--- src/rtl/ddr_trk_pkg.sv ---
package ddr_trk_pkg;

  typedef enum logic [2:0] {
    CMD_MRS = 3'd0,
    CMD_REF = 3'd1,
    CMD_PRE = 3'd2,
    CMD_ACT = 3'd3,
    CMD_WR  = 3'd4,
    CMD_RD  = 3'd5,
    CMD_ZQ  = 3'd6,
    CMD_NOP = 3'd7
  } cmd_e;

  typedef enum logic [1:0] {
    PWR_AWAKE    = 2'd0,
    PWR_PRE_PD   = 2'd1,
    PWR_ACT_PD   = 2'd2,
    PWR_SELF_REF = 2'd3
  } pwr_e;

  localparam logic [1:0] BLM_FIX8 = 2'b00;
  localparam logic [1:0] BLM_OTF  = 2'b01;
  localparam logic [1:0] BLM_FIX4 = 2'b10;

  function automatic logic is_access(input cmd_e c);
    return (c == CMD_RD) || (c == CMD_WR);
  endfunction

  // Effective burst of a column access: 1 = eight beats, 0 = chopped four.
  function automatic logic burst8_of(input logic [1:0] mode, input logic a12);
    case (mode)
      BLM_OTF:  return a12;
      BLM_FIX4: return 1'b0;
      default:  return 1'b1;
    endcase
  endfunction

  // Column field: the 4-bit organisation skips bit 10 (auto-precharge).
  function automatic logic [10:0] col_of(input logic [15:0] a, input int dev_w);
    if (dev_w == 4) return {a[11], a[9:0]};
    return {1'b0, a[9:0]};
  endfunction

endpackage

--- src/rtl/trk_cmd_decode.sv ---
module trk_cmd_decode
  import ddr_trk_pkg::*;
(
  input  logic cs_n,
  input  logic ras_n,
  input  logic cas_n,
  input  logic we_n,
  input  logic cke,
  input  logic awake,
  output logic issue,
  output cmd_e code
);
  assign code  = cmd_e'({ras_n, cas_n, we_n});
  assign issue = awake & cke & ~cs_n;
endmodule

--- src/rtl/trk_bank_table.sv ---
module trk_bank_table
  import ddr_trk_pkg::*;
#(
  parameter int NUM_BANKS = 8,
  localparam int BANK_W = $clog2(NUM_BANKS)
) (
  input  logic                 clk,
  input  logic                 rst_n,
  input  logic                 issue,
  input  cmd_e                 code,
  input  logic [BANK_W-1:0]    bank,
  input  logic                 a10,
  output logic [NUM_BANKS-1:0] open_vec,
  output logic                 err_evt
);
  logic act_evt, pre_evt, pre_one_evt, pre_all_evt, acc_evt, acc_close_evt;

  assign act_evt       = issue && (code == CMD_ACT);
  assign pre_evt       = issue && (code == CMD_PRE);
  assign pre_one_evt   = pre_evt && !a10;
  assign pre_all_evt   = pre_evt && a10;
  assign acc_evt       = issue && is_access(code);
  assign acc_close_evt = acc_evt && a10;
  assign err_evt       = (act_evt && open_vec[bank]) || (acc_evt && !open_vec[bank]);

  for (genvar i = 0; i < NUM_BANKS; i++) begin : g_bank
    logic hit, set_i, clr_i, bit_q;
    assign hit   = (bank == BANK_W'(i));
    assign set_i = act_evt && hit;
    assign clr_i = pre_all_evt || ((pre_one_evt || acc_close_evt) && hit);
    always_ff @(posedge clk or negedge rst_n) begin
      if (!rst_n)     bit_q <= 1'b0;
      else if (set_i) bit_q <= 1'b1;
      else if (clr_i) bit_q <= 1'b0;
    end
    assign open_vec[i] = bit_q;
  end

  AST_ACT_OPENS: assert property (@(posedge clk) disable iff (!rst_n)
    act_evt |=> open_vec[$past(bank)]);
  AST_PREALL_EMPTIES: assert property (@(posedge clk) disable iff (!rst_n)
    pre_all_evt |=> (open_vec == '0));
  AST_IDLE_HOLDS: assert property (@(posedge clk) disable iff (!rst_n)
    !issue |=> $stable(open_vec));
  AST_AP_CLOSES: assert property (@(posedge clk) disable iff (!rst_n)
    acc_close_evt |=> !open_vec[$past(bank)]);
endmodule

--- src/rtl/trk_power_fsm.sv ---
module trk_power_fsm
  import ddr_trk_pkg::*;
(
  input  logic clk,
  input  logic rst_n,
  input  logic cke,
  input  logic cs_n,
  input  cmd_e code,
  input  logic any_open,
  output pwr_e state
);
  pwr_e nxt;
  logic sr_entry;

  assign sr_entry = !cs_n && (code == CMD_REF);

  always_comb begin
    nxt = state;
    if (state == PWR_AWAKE) begin
      if (!cke) begin
        if (sr_entry)      nxt = PWR_SELF_REF;
        else if (any_open) nxt = PWR_ACT_PD;
        else               nxt = PWR_PRE_PD;
      end
    end else if (cke) begin
      nxt = PWR_AWAKE;
    end
  end

  always_ff @(posedge clk or negedge rst_n) begin
    if (!rst_n) state <= PWR_AWAKE;
    else        state <= nxt;
  end

  AST_EXIT_ON_CKE: assert property (@(posedge clk) disable iff (!rst_n)
    (state != PWR_AWAKE && cke) |=> (state == PWR_AWAKE));
  AST_LOWPWR_STAYS: assert property (@(posedge clk) disable iff (!rst_n)
    (state != PWR_AWAKE && !cke) |=> $stable(state));
  AST_ACTPD_NEEDS_ROW: assert property (@(posedge clk) disable iff (!rst_n)
    (state == PWR_AWAKE && !cke && !sr_entry && any_open) |=> (state == PWR_ACT_PD));
endmodule

--- src/rtl/ddr_cmd_tracker.sv ---
module ddr_cmd_tracker
  import ddr_trk_pkg::*;
#(
  parameter int DEV_WIDTH = 8,
  parameter int NUM_BANKS = 8,
  parameter int ADDR_W    = 15,
  localparam int BANK_W = $clog2(NUM_BANKS),
  localparam int ROW_W  = (DEV_WIDTH == 16) ? ADDR_W - 1 : ADDR_W,
  localparam int COL_W  = (DEV_WIDTH == 4) ? 11 : 10
) (
  input  logic                 clk,
  input  logic                 rst_n,
  input  logic                 cke,
  input  logic                 cs_n,
  input  logic                 ras_n,
  input  logic                 cas_n,
  input  logic                 we_n,
  input  logic [BANK_W-1:0]    ba,
  input  logic [ADDR_W-1:0]    addr,
  output logic                 cmd_valid,
  output logic [2:0]           cmd_code,
  output logic [BANK_W-1:0]    cmd_bank,
  output logic [ROW_W-1:0]     cmd_row,
  output logic [COL_W-1:0]     cmd_col,
  output logic                 auto_pre,
  output logic                 burst_is8,
  output logic [NUM_BANKS-1:0] bank_open,
  output logic [1:0]           pwr_state,
  output logic                 proto_err
);
  localparam int PAD_W = 16 - ADDR_W;

  logic        issue, awake, err_evt, acc_evt, mode_load;
  cmd_e        code;
  pwr_e        pwr_q;
  logic [1:0]  bl_mode_q;
  logic [15:0] addr_ext;
  logic [10:0] col_full;

  assign awake     = (pwr_q == PWR_AWAKE);
  assign addr_ext  = {{PAD_W{1'b0}}, addr};
  assign col_full  = col_of(addr_ext, DEV_WIDTH);
  assign acc_evt   = issue && is_access(code);
  assign mode_load = issue && (code == CMD_MRS) && (ba == '0);

  trk_cmd_decode u_dec (
    .cs_n(cs_n), .ras_n(ras_n), .cas_n(cas_n), .we_n(we_n),
    .cke(cke), .awake(awake), .issue(issue), .code(code)
  );

  trk_bank_table #(.NUM_BANKS(NUM_BANKS)) u_banks (
    .clk(clk), .rst_n(rst_n), .issue(issue), .code(code), .bank(ba),
    .a10(addr[10]), .open_vec(bank_open), .err_evt(err_evt)
  );

  trk_power_fsm u_pwr (
    .clk(clk), .rst_n(rst_n), .cke(cke), .cs_n(cs_n), .code(code),
    .any_open(|bank_open), .state(pwr_q)
  );

  assign pwr_state = pwr_q;

  always_ff @(posedge clk or negedge rst_n) begin
    if (!rst_n)         bl_mode_q <= BLM_FIX8;
    else if (mode_load) bl_mode_q <= addr[1:0];
  end

  always_ff @(posedge clk or negedge rst_n) begin
    if (!rst_n) begin
      cmd_valid <= 1'b0;
      cmd_code  <= CMD_NOP;
      cmd_bank  <= '0;
      cmd_row   <= '0;
      cmd_col   <= '0;
      auto_pre  <= 1'b0;
      burst_is8 <= 1'b1;
      proto_err <= 1'b0;
    end else begin
      cmd_valid <= issue;
      cmd_code  <= code;
      cmd_bank  <= ba;
      cmd_row   <= addr[ROW_W-1:0];
      cmd_col   <= col_full[COL_W-1:0];
      auto_pre  <= acc_evt && addr[10];
      burst_is8 <= acc_evt ? burst8_of(bl_mode_q, addr[12]) : 1'b1;
      proto_err <= err_evt;
    end
  end

  AST_CS_MASKS: assert property (@(posedge clk) disable iff (!rst_n)
    cs_n |=> !cmd_valid);
  AST_ASLEEP_SILENT: assert property (@(posedge clk) disable iff (!rst_n)
    (pwr_q != PWR_AWAKE) |-> !cmd_valid);
  AST_ERR_WITH_CMD: assert property (@(posedge clk) disable iff (!rst_n)
    proto_err |-> cmd_valid);
  AST_FIXED_CHOP: assert property (@(posedge clk) disable iff (!rst_n)
    (acc_evt && bl_mode_q == BLM_FIX4) |=> !burst_is8);
  AST_BANKS_FROZEN: assert property (@(posedge clk) disable iff (!rst_n)
    (pwr_q != PWR_AWAKE) |=> $stable(bank_open));
endmodule

--- config.mk ---
export PLATFORM = sky130hd
export DESIGN_NAME = ddr_cmd_tracker
export DESIGN_NICKNAME = d
export VERILOG_FILES = /design/src/rtl/ddr_trk_pkg.sv /design/src/rtl/trk_cmd_decode.sv /design/src/rtl/trk_bank_table.sv /design/src/rtl/trk_power_fsm.sv /design/src/rtl/ddr_cmd_tracker.sv
export SDC_FILE = /design/constraint.sdc
export NUM_CORES = 1
export LEC_CHECK = 0
export BUFFER_PORTS_ARGS = -buffer_cell sky130_fd_sc_hd__buf_2
export CORE_ASPECT_RATIO = 0.6
export CORE_MARGIN = 2
export CORE_UTILIZATION = 46
export CTS_CLUSTER_SIZE = 40
export DETAILED_ROUTE_END_ITERATION = 7
export PLACE_DENSITY = 0.83
export SYNTH_ARGS = -nofsm -noshare
export SYNTH_HDL_FRONTEND = slang
export SYNTH_SLANG_ARGS = --single-unit
--- constraint.sdc ---
create_clock -name clk -period 2.1 [get_ports clk]
set_clock_uncertainty 0.05 [all_clocks]
set_input_delay 0.42 -clock clk [delete_from_list [all_inputs] [get_ports clk]]
set_output_delay 0.42 -clock clk [all_outputs]
set_load 0.1 [all_outputs]
==> flow_summary.yaml, run 1 <==
yosys:
  synthTopCellsByArea: "dfrtp_1, buf_4, dfstp_2"
  yosys.area.top_type: "dfrtp_1"
  yosys.area.top_type_share: 0.5383
  synth_fa_ha_area_frac: 0.008157
  avgSynthCellArea_um2: 12.27
  synth-async-reset-ratio: 1.000
  syn_area_mm2: 0.001534
  synth_edf_count: 0
  synthSimpleGateAreaFrac: 0.1436
  synth.area.mux_share: 0.05465
  ys_types: 34
  syn_inst: 125
  ys_ff_latch: 37
  synth-compound-area-share: 0.08320
  synth_warnings: 0
  yosys_most_used_dff: "dfrtp_1"
  synth_nets: 151
  synth_xor_area_frac: 0
  ys_seq_area_frac: 0.6069
  synth_top_family_by_area: "simple AND/OR/NAND/NOR gates"
clock_tree:
  clk_pin_slew_ps: 70
  cts_tree: "built"
  cts_buffers: 5
  cts_hold_buf: 0
  postCtsSetupBuffers: 0
  ctsResizeCount: 0
  htree_levels: 2
  cts-root-buf: "clkbuf_8"
  clock_latency_ps: 290
  cts_buffer_depth: 2
  cts.sinks: 37
placement:
  gp_routability_congestion: 0.8461
  place_ws_ps: 313.7
  place.detailed.hpwl_mm: 2.431
  placed_cell_area_mm2: 0.001809
  io_buffers: 69
finish:
  layout_common_cells: "buf_2, dfrtp_1, nand2_1, clkbuf_8, nor2_1"
  n_antenna_cell: 0
  final_common_cell: "buf_2"
  drive_above_1_share: 0.5000
  fin_area_mm2: 0.001914
  fin_nets: 209
  seq_area_um2: 933.4
  area_growth_pct: 24.80
  multi_input_area_um2: 444.2
  fillers: 276
grt:
  antenna_found_initial: 0
  grt_use_total: 0.1824
  grt_pass1_wl_mm: 5.250
  grt_start_max_net_pins: 38
  grt_overflow: 0
  grt_pass1_vias: 1057
route:
  wirelength_mm: 3.271
  drc: 0
  routed_via_density: 4.974
  drtIter0Drc: 40
  firstDrtPassIters: 4
  final_antenna_net_count: 0
  drt-wirelength-per-cell_um: 14.28
  vias: 1139
sta:
  finalCritPeriodShare: 0.8793
  tns_ps: 0
  final-setup-viol-count: 0
  maxSlewViolCount: 0
  fmax_mhz: 541.6
  finalHoldViolCount: 0
  hold_slack_ps: 103.7
  fin_ws_ps: 253.5
  layout_min_cycle_time_ps: 1846
  rsz0062_at_grt: "no"
  slew_headroom: 0.6740
  tightestPinTransition_ps: 492.4
setup_path:
  cp_max_fo: 5
  startpoint_type: "flop"
  arrival_ps: 2020
  critical_path_class: "reg -> reg"
  endpoint_kind: "flop"
  max_stage_delay_ps: 410
  cp_common_cell: "nor2_1"
  required_ps: 2280
  path_cells: "nor2_1 -> ha_1 -> nor2b_1 -> nand4b_1 -> nor2_1 -> a32o_1"
  cp_slowest_cell: "dfrtp_2"
status:
  run_status: "finished clean"
floorplanning:
  start_util: 0.4759
  core_mm2: 0.003223
  row_count: 16
  die_w_um: 78.55
  die_h_um: 48.73
  pin_count: 70
  die_area_mm2: 0.003828
power_and_ir_drop:
  sequentialPowerShare: 0.364
  cellPowerDensity_mw_per_mm2: 1205
  power_switching_w: 0.001052
  switching_share: 0.4559
  power.ir.vdd_worst_mv: 0.6227
  clkPwrFrac: 0.243
  p_int_w: 0.001255
  p_leak_nw: 0.9640
  combPwrFrac: 0.393
min_path:
  holdCritPathClass: "in -> async"
flow_run:
  drv_cap: 0
## cell type report
class                   instances  area share
repair buffers                 71      0.1882
inverters                       4    0.007843
multi-input cells              64      0.2320
well taps                      45     0.02941
clock buffers                   7     0.05033
flip-flops and latches         37      0.4876
clock inverters                 1    0.004575
## worst paths after layout
| check | from | to | slack [ps] | cells after the start |
|---|---|---|---|---|
| max in group asynchronous | rst_n | cmd_code[0] | 1550 | 2 |
| worst min register to register | bl_mode_q[0] | bl_mode_q[0] | 490 | 1 |
| worst min-delay path | rst_n | cmd_row[14] | 100 | 2 |
| worst max-delay path | u_pwr.state[1] | u_banks.g_bank[3].bit_q | 250 | 6 |
| min in group clk | addr[13] | cmd_row[13] | 180 | 1 |
| worst max register to register | u_pwr.state[1] | u_banks.g_bank[3].bit_q | 250 | 6 |
## per-layer routing
metal,routed length [um],vias up,global-route usage
met2,1500,34,0.2479
met4,42,0,0.07602
met1,1508,561,0.2709
met5,0,-,0
met3,219,5,0.05410
li1,-,539,-
## power by group through the flow
stage               logic (W)  registers, W  clock network (W)
finish               0.000907      0.000840           0.000560
global route         0.000947      0.000849           0.000608
CTS                  0.000912      0.000838           0.000571
detailed placement   0.000908      0.000852                  0
global placement     0.000903      0.000848                  0
floorplan            0.000489       0.00115                  0
## flip-flops by register name, indices dropped and copies added (netlist names), 2 cells and up
| signal | count |
|---|---|
| u_banks.g_bank.bit_q | 8 |
| cmd_row | 6 |
| cmd_code | 3 |
| bl_mode_q | 2 |
| cmd_col | 9 |
| cmd_bank | 3 |
| u_pwr.state | 2 |
## Yosys cell counts, types with 2 or more instances
cell      n
a21oi_1   2
a32o_1    5
buf_4    18
dfrtp_1  33
dfstp_2   4
inv_1     4
mux2_2    3
mux2i_1   5
nand2_1   7
nand3_1   4
nand4_1   4
nor2_1    6
nor2b_1   4
nor3_1    3
nor4_1    2
o22ai_1   3
## through the flow
step / std cells / utilization / total power (W)
2_1_floorplan: 125 / - / 0.001638
3_3_place_gp: 221 / 0.5613 / 0.001750
3_5_place_dp: 221 / 0.5613 / 0.001760
4_1_cts: 229 / 0.5939 / 0.002321
5_1_grt: 229 / 0.5939 / 0.002404
6_report: 229 / 0.5939 / 0.002307
## worst max-delay path, delay by kind of cell (launching register included)
kind | cells | cell delay, ps
AOI/OAI and AO/OA | 1 | 180
adders and majority gates | 1 | 150
DFF | 1 | 410
and+or+nand+nor | 4 | 990
## cell families (layout without fill, tap and decap cells)
kind of cell    Yosys count  after routing
fa+ha+maj                 1              1
compound gates           16             16
buf+inv                  24             83
flops                    37             37
mux                       8              8
simple gates             39             39
Note: power is estimated with default switching activity, not from simulation.
==> inputs of run 2 (changes only) <==
--- a/config.mk
+++ b/config.mk
@@ -11,7 +11,8 @@
 export CORE_UTILIZATION = 46
 export CTS_CLUSTER_SIZE = 40
 export DETAILED_ROUTE_END_ITERATION = 7
-export PLACE_DENSITY = 0.83
+export GPL_TIMING_DRIVEN = 0
+export PLACE_DENSITY = 0.79
 export SYNTH_ARGS = -nofsm -noshare
 export SYNTH_HDL_FRONTEND = slang
 export SYNTH_SLANG_ARGS = --single-unit
==> run 2 against run 1 <==
  * Register-to-register slack worse by 40 ps
  * Sequential share of layout area is 2.7 points lower
  * Sequential cell count stayed put
  * Power is 0.99% lower
  * Non-clock buffer count is 18 higher
  * Worst setup slack worse by 41 ps
  * Critical path depth stayed put
  * Final area is 5.9% higher
  * Routed wire length is 5.4% higher
  * Core utilization is 3.5 points higher
  * Die area stayed put
  * Highest routed layer unchanged
==> flow_summary.yaml, run 2 (same netlist as run 1, synthesis figures left out) <==
status:
  run_status: "finished clean"
sta:
  tns_ps: 0
  finalHoldViolCount: 0
  layout_min_cycle_time_ps: 1888
  final-setup-viol-count: 0
  slew_headroom: 0.4871
  tightestPinTransition_ps: 769.4
  rsz0062_at_grt: "no"
  fmax_mhz: 529.8
  maxSlewViolCount: 0
  finalCritPeriodShare: 0.8989
setup_path:
  cp_slowest_cell: "dfrtp_2"
  critical_path_class: "reg -> reg"
  max_stage_delay_ps: 420
  crit_family: "simple AND/OR/NAND/NOR gates"
  endpoint_kind: "flop"
  cp_max_fo: 10
  startpoint_type: "flop"
  arrival_ps: 2020
  path_cells: "nor2_1 -> ha_1 -> nor2b_2 -> clkbuf_2 -> nand4_1 -> a32o_1"
  crit_buf_inv: 1
  required_ps: 2240
power_and_ir_drop:
  cellPowerDensity_mw_per_mm2: 1126
  total_power_w: 0.002284
  power.ir.vdd_worst_mv: 0.7339
  p_leak_nw: 1.037
clock_tree:
  clk_pin_slew_ps: 70
  cts.sinks: 37
  cts_tree: "built"
  cts_buffers: 5
  htree_levels: 2
  postCtsSetupBuffers: 0
  cts-root-buf: "clkbuf_8"
  cts_buffer_depth: 2
  clock_latency_ps: 290
route:
  final_antenna_net_count: 0
  drtIter0Drc: 52
  firstDrtPassIters: 4
  routed_via_density: 5.077
  drt-wirelength-per-cell_um: 13.95
  vias: 1254
  wirelength_mm: 3.446
  drc: 0
grt:
  grt_pass1_wl_mm: 5.664
  grt_overflow: 0
  grt_start_max_net_pins: 38
  antenna_found_initial: 0
  grt_use_total: 0.1974
  grt_pass1_vias: 1208
finish:
  regMostFlops: "cmd_col"
  seq_area_um2: 933.4
  utilization: 0.6293
  multi_input_area_um2: 449.2
  final_common_cell: "buf_2"
  drive_above_1_share: 0.5446
  n_antenna_cell: 0
  fillers: 264
  area_growth_pct: 32.22
  layout_common_cells: "buf_2, dfrtp_1, buf_4"
  fin_nets: 227
  largestRegisters: "cmd_col: 9 flops, u_banks.g_bank.bit_q: 8 flops, cmd_row: 6 flops"
  largest_reg_flops: 9
floorplanning:
  die_w_um: 78.55
  die_h_um: 48.73
  die_area_mm2: 0.003828
  row_count: 16
  core_mm2: 0.003223
  pin_count: 70
  start_util: 0.4759
flow_run:
  drv_cap: 0
min_path:
  holdCritPathClass: "in -> async"
placement:
  gp_routability_congestion: 0.8505
  place.detailed.hpwl_mm: 2.555
  io_buffers: 69
==> run 2: cell types whose count changed in the layout (fill, tap and decap cells not counted) <==
| cell | change |
|---|---|
| nor2b_2 | +1 |
| nor2b_1 | -1 |
| buf_2 | +1 |
| inv_6 | -1 |
| clkbuf_1 | +2 |
| clkinvlp_4 | +1 |
| clkbuf_8 | -2 |
| buf_4 | +16 |
| nor2_2 | +1 |
| nor2_1 | -1 |
| clkbuf_2 | +1 |
==> run 2: area by class of cell <==
class / count / share of cell area
clock inverters: 1 / 0.003701
plain buffers: 20 / 0.07156
inverters: 4 / 0.007403
well taps: 45 / 0.02776
clock buffers: 7 / 0.03763
multi-input cells: 64 / 0.2215
repair buffers: 69 / 0.1703
flip-flops and latches: 37 / 0.4602
==> run 2: power by group <==
part | total, W | internal, W | switching [W]
Clock | 0.000477 | 0.000234 | 0.000243
Combinational | 0.000964 | 0.000204 | 0.000760
Sequential | 0.000843 | 0.000790 | 0.0000528
Total | 0.00228 | 0.00123 | 0.00106
==> run 2: stage by stage <==
stage               setup slack [ps]  cell area, um2  hold WS (ps)  cells
finish                         212.4            2028         145.1    247
global route                   124.1            2028         156.7    247
CTS                           0.6886            2022         164.9    247
detailed placement             25.89            1938         478.0    239
global placement               133.7            1938         449.3    239
floorplan                      99.47            1536         74.41    125
==> run 2: path summary, 6_finish.rpt <==
check	start	end	slack, ps	cells after the start
max	u_pwr.state[1]	u_banks.g_bank[3].bit_q	210	6
min in group clk	addr[11]	cmd_row[11]	180	1
min	rst_n	u_banks.g_bank[3].bit_q	150	1
max reg2reg	u_pwr.state[1]	u_banks.g_bank[3].bit_q	210	6
min reg2reg	bl_mode_q[0]	bl_mode_q[0]	490	1
max in group asynchronous	rst_n	u_pwr.state[1]	1330	1
==> run 2: timing repair <==
| action | CTS | global route |
|---|---|---|
| resized for setup | 0 | 4 |
| setup endpoints to repair | 0 | 7 |
| endpoints found under the hold margin | 0 | 0 |
| hold buffers | 0 | 0 |
==> run 2: per-layer routing <==
| layer | vias up | wire [um] | track usage |
|---|---|---|---|
| li1 | 580 | - | - |
| met4 | 0 | 61 | 0.07895 |
| met1 | 602 | 1464 | 0.2562 |
| met2 | 65 | 1586 | 0.2906 |
| met3 | 7 | 334 | 0.08769 |
| met5 | - | 0 | 0 |
==> inputs of run 3 (changes only) <==
--- a/config.mk
+++ b/config.mk
@@ -8,11 +8,11 @@
 export BUFFER_PORTS_ARGS = -buffer_cell sky130_fd_sc_hd__buf_2
 export CORE_ASPECT_RATIO = 0.6
 export CORE_MARGIN = 2
-export CORE_UTILIZATION = 46
+export CORE_UTILIZATION = 49
 export CTS_CLUSTER_SIZE = 40
 export DETAILED_ROUTE_END_ITERATION = 7
 export GPL_TIMING_DRIVEN = 0
-export PLACE_DENSITY = 0.79
+export PLACE_DENSITY = 0.83
 export SYNTH_ARGS = -nofsm -noshare
 export SYNTH_HDL_FRONTEND = slang
 export SYNTH_SLANG_ARGS = --single-unit
==> constraint.sdc (replaced) <==
create_clock -name clk -period 2.2 [get_ports clk]
set_clock_uncertainty 0.05 [all_clocks]
set_input_delay 0.44 -clock clk [delete_from_list [all_inputs] [get_ports clk]]
set_output_delay 0.44 -clock clk [all_outputs]
set_load 0.1 [all_outputs]
==> run 3 against run 2 <==
  * Register-to-register slack improved by 60 ps
  * Global-route usage increased by 0.42 points
  * Final area increased by 0.92%
  * Clock power rose by 23%
  * Maximum frequency decreased by 2.0%
  * Routed wire length rose by 1.6%
  * Worst hold slack gained 24 ps
  * Core utilization is 7.0 points higher
  * Critical path depth is the same
  * Largest cell class unchanged
==> flow_summary.yaml, run 3 (same netlist as run 1, synthesis figures left out) <==
finish:
  fillers: 236
  multi_input_area_um2: 444.2
  drive_above_1_share: 0.5396
  final_common_cell: "buf_2"
  largest_reg_flops: 9
  regMostFlops: "cmd_col"
  fin_area_mm2: 0.002047
  fin_nets: 227
  utilization: 0.6991
  largestRegisters: "cmd_col: 9 flops, u_banks.g_bank.bit_q: 8 flops, cmd_row: 6 flops"
  seq_area_um2: 933.4
  area_growth_pct: 33.44
  n_antenna_cell: 0
  layout_common_cells: "buf_2, dfrtp_1, buf_4"
sta:
  finalHoldViolCount: 0
  fmax_mhz: 519.2
  fin_ws_ps: 274.1
  layout_min_cycle_time_ps: 1926
  final-setup-viol-count: 0
  tightestPinTransition_ps: 774.9
  tns_ps: 0
  maxSlewViolCount: 0
  slew_headroom: 0.4834
  rsz0062_at_grt: "no"
  finalCritPeriodShare: 0.8754
clock_tree:
  cts_buffer_depth: 2
  cts_buffers: 5
  cts_tree: "built"
  cts-root-buf: "clkbuf_8"
  clock_latency_ps: 290
  cts.sinks: 37
  clk_pin_slew_ps: 70
  htree_levels: 2
  cts_hold_buf: 0
setup_path:
  max_stage_delay_ps: 420
  required_ps: 2330
  endpoint_kind: "flop"
  cp_max_fo: 10
  arrival_ps: 2060
  worst-r2r-cell-count: 6
  startpoint_type: "flop"
  cp_slowest_cell: "dfrtp_2"
  path_cells: "nor2_1 -> ha_1 -> nor2b_1 -> clkbuf_2 -> nand4_1 -> a32o_1"
  ff2ff_setup_slack_ps: 270
  critical_path_class: "reg -> reg"
route:
  final_antenna_net_count: 0
  drt-wirelength-per-cell_um: 14.34
  firstDrtPassIters: 5
  drc: 0
  wirelength_mm: 3.500
  drtIter0Drc: 73
  vias: 1255
  routed_via_density: 5.143
grt:
  gr-usage-met3: 0.06731
  grt_overflow: 0
  grt_start_max_net_pins: 38
  grt_pass1_wl_mm: 5.326
  grt_use_total: 0.2016
  antenna_found_initial: 0
  grt-busiest-layer: "met2"
  met1_usage: 0.2528
  grt_pass1_vias: 1116
  met2_usage: 0.3416
placement:
  place_ws_ps: 171.0
  placed_cell_area_mm2: 0.001934
  gp_routability_congestion: 0.8417
  place.detailed.hpwl_mm: 2.682
  io_buffers: 69
floorplanning:
  core_mm2: 0.002928
  row_count: 15
  die_w_um: 76.23
  die_area_mm2: 0.003609
  die_h_um: 47.34
  pin_count: 70
  start_util: 0.5239
min_path:
  holdCritPathClass: "in -> async"
power_and_ir_drop:
  p_leak_nw: 1.054
  power.ir.vdd_worst_mv: 0.8004
  cellPowerDensity_mw_per_mm2: 1126
flow_run:
  drv_cap: 0
status:
  run_status: "finished clean"
## run 3: changes by cell type in the layout (fill, tap and decap cells not counted)
cell        delta
bufinv_16      +1
clkbuf_1       -1
clkinv_4       +1
clkinvlp_4     -1
nor2_1         +1
nor2_2         -1
nor2b_1        +1
nor2b_2        -1
## run 3: report_power, final
| group | switching, W | leakage [nW] | internal, W |
|---|---|---|---|
| registers | 0.0000504 | 0.453 | 0.000753 |
| logic | 0.000723 | 0.546 | 0.000193 |
| clock network | 0.000246 | 0.0554 | 0.000340 |
## run 3: path summary, 6_finish.rpt
kind | end | startpoint
max | u_banks.g_bank[3].bit_q | u_pwr.state[1]
min | cmd_row[14] | rst_n
max reg2reg | u_banks.g_bank[3].bit_q | u_pwr.state[1]
min reg2reg | bl_mode_q[0] | bl_mode_q[0]
max in group asynchronous | u_pwr.state[1] | rst_n
min in group clk | cmd_col[4] | addr[4]
## run 3: cell type report
| type | instances | area share |
|---|---|---|
| inverters | 4 | 0.007335 |
| clock buffers | 6 | 0.03545 |
| multi-input cells | 64 | 0.2170 |
| repair buffers | 69 | 0.1687 |
| well taps | 42 | 0.02567 |
| flip-flops and latches | 37 | 0.4560 |
| plain buffers | 20 | 0.07090 |
| clock inverters | 2 | 0.01895 |
## run 3: per-layer routing
metal | vias to the layer above | routed length, um
met2 | 50 | 1686
met3 | 11 | 226
met5 | - | 0
met4 | 0 | 67
li1 | 579 | -
met1 | 615 | 1519
## run 3: repair_timing
item	in CTS	in global routing
gates resized for setup	0	2
setup endpoints to repair	0	2
setup buffers	0	0
hold endpoints to repair	0	0
## run 3: metrics by stage
stage / instances / power [W] / hold WS (ps)
detailed placement: 236 / 0.001727 / 459.8
global placement: 236 / 0.001711 / 445.1
floorplan: 125 / 0.001564 / 94.41
finish: 244 / 0.002305 / 168.6
CTS: 244 / 0.002311 / 190.0
global route: 244 / 0.002380 / 190.2
## run 3: critical path: cells and delay by family (launching register included)
kind,cells,cell delay (ps)
and+or+nand+nor,3,600
DFF,1,420
buffers and inverters,1,300
AOI/OAI and AO/OA,1,290
adders and majority gates,1,150
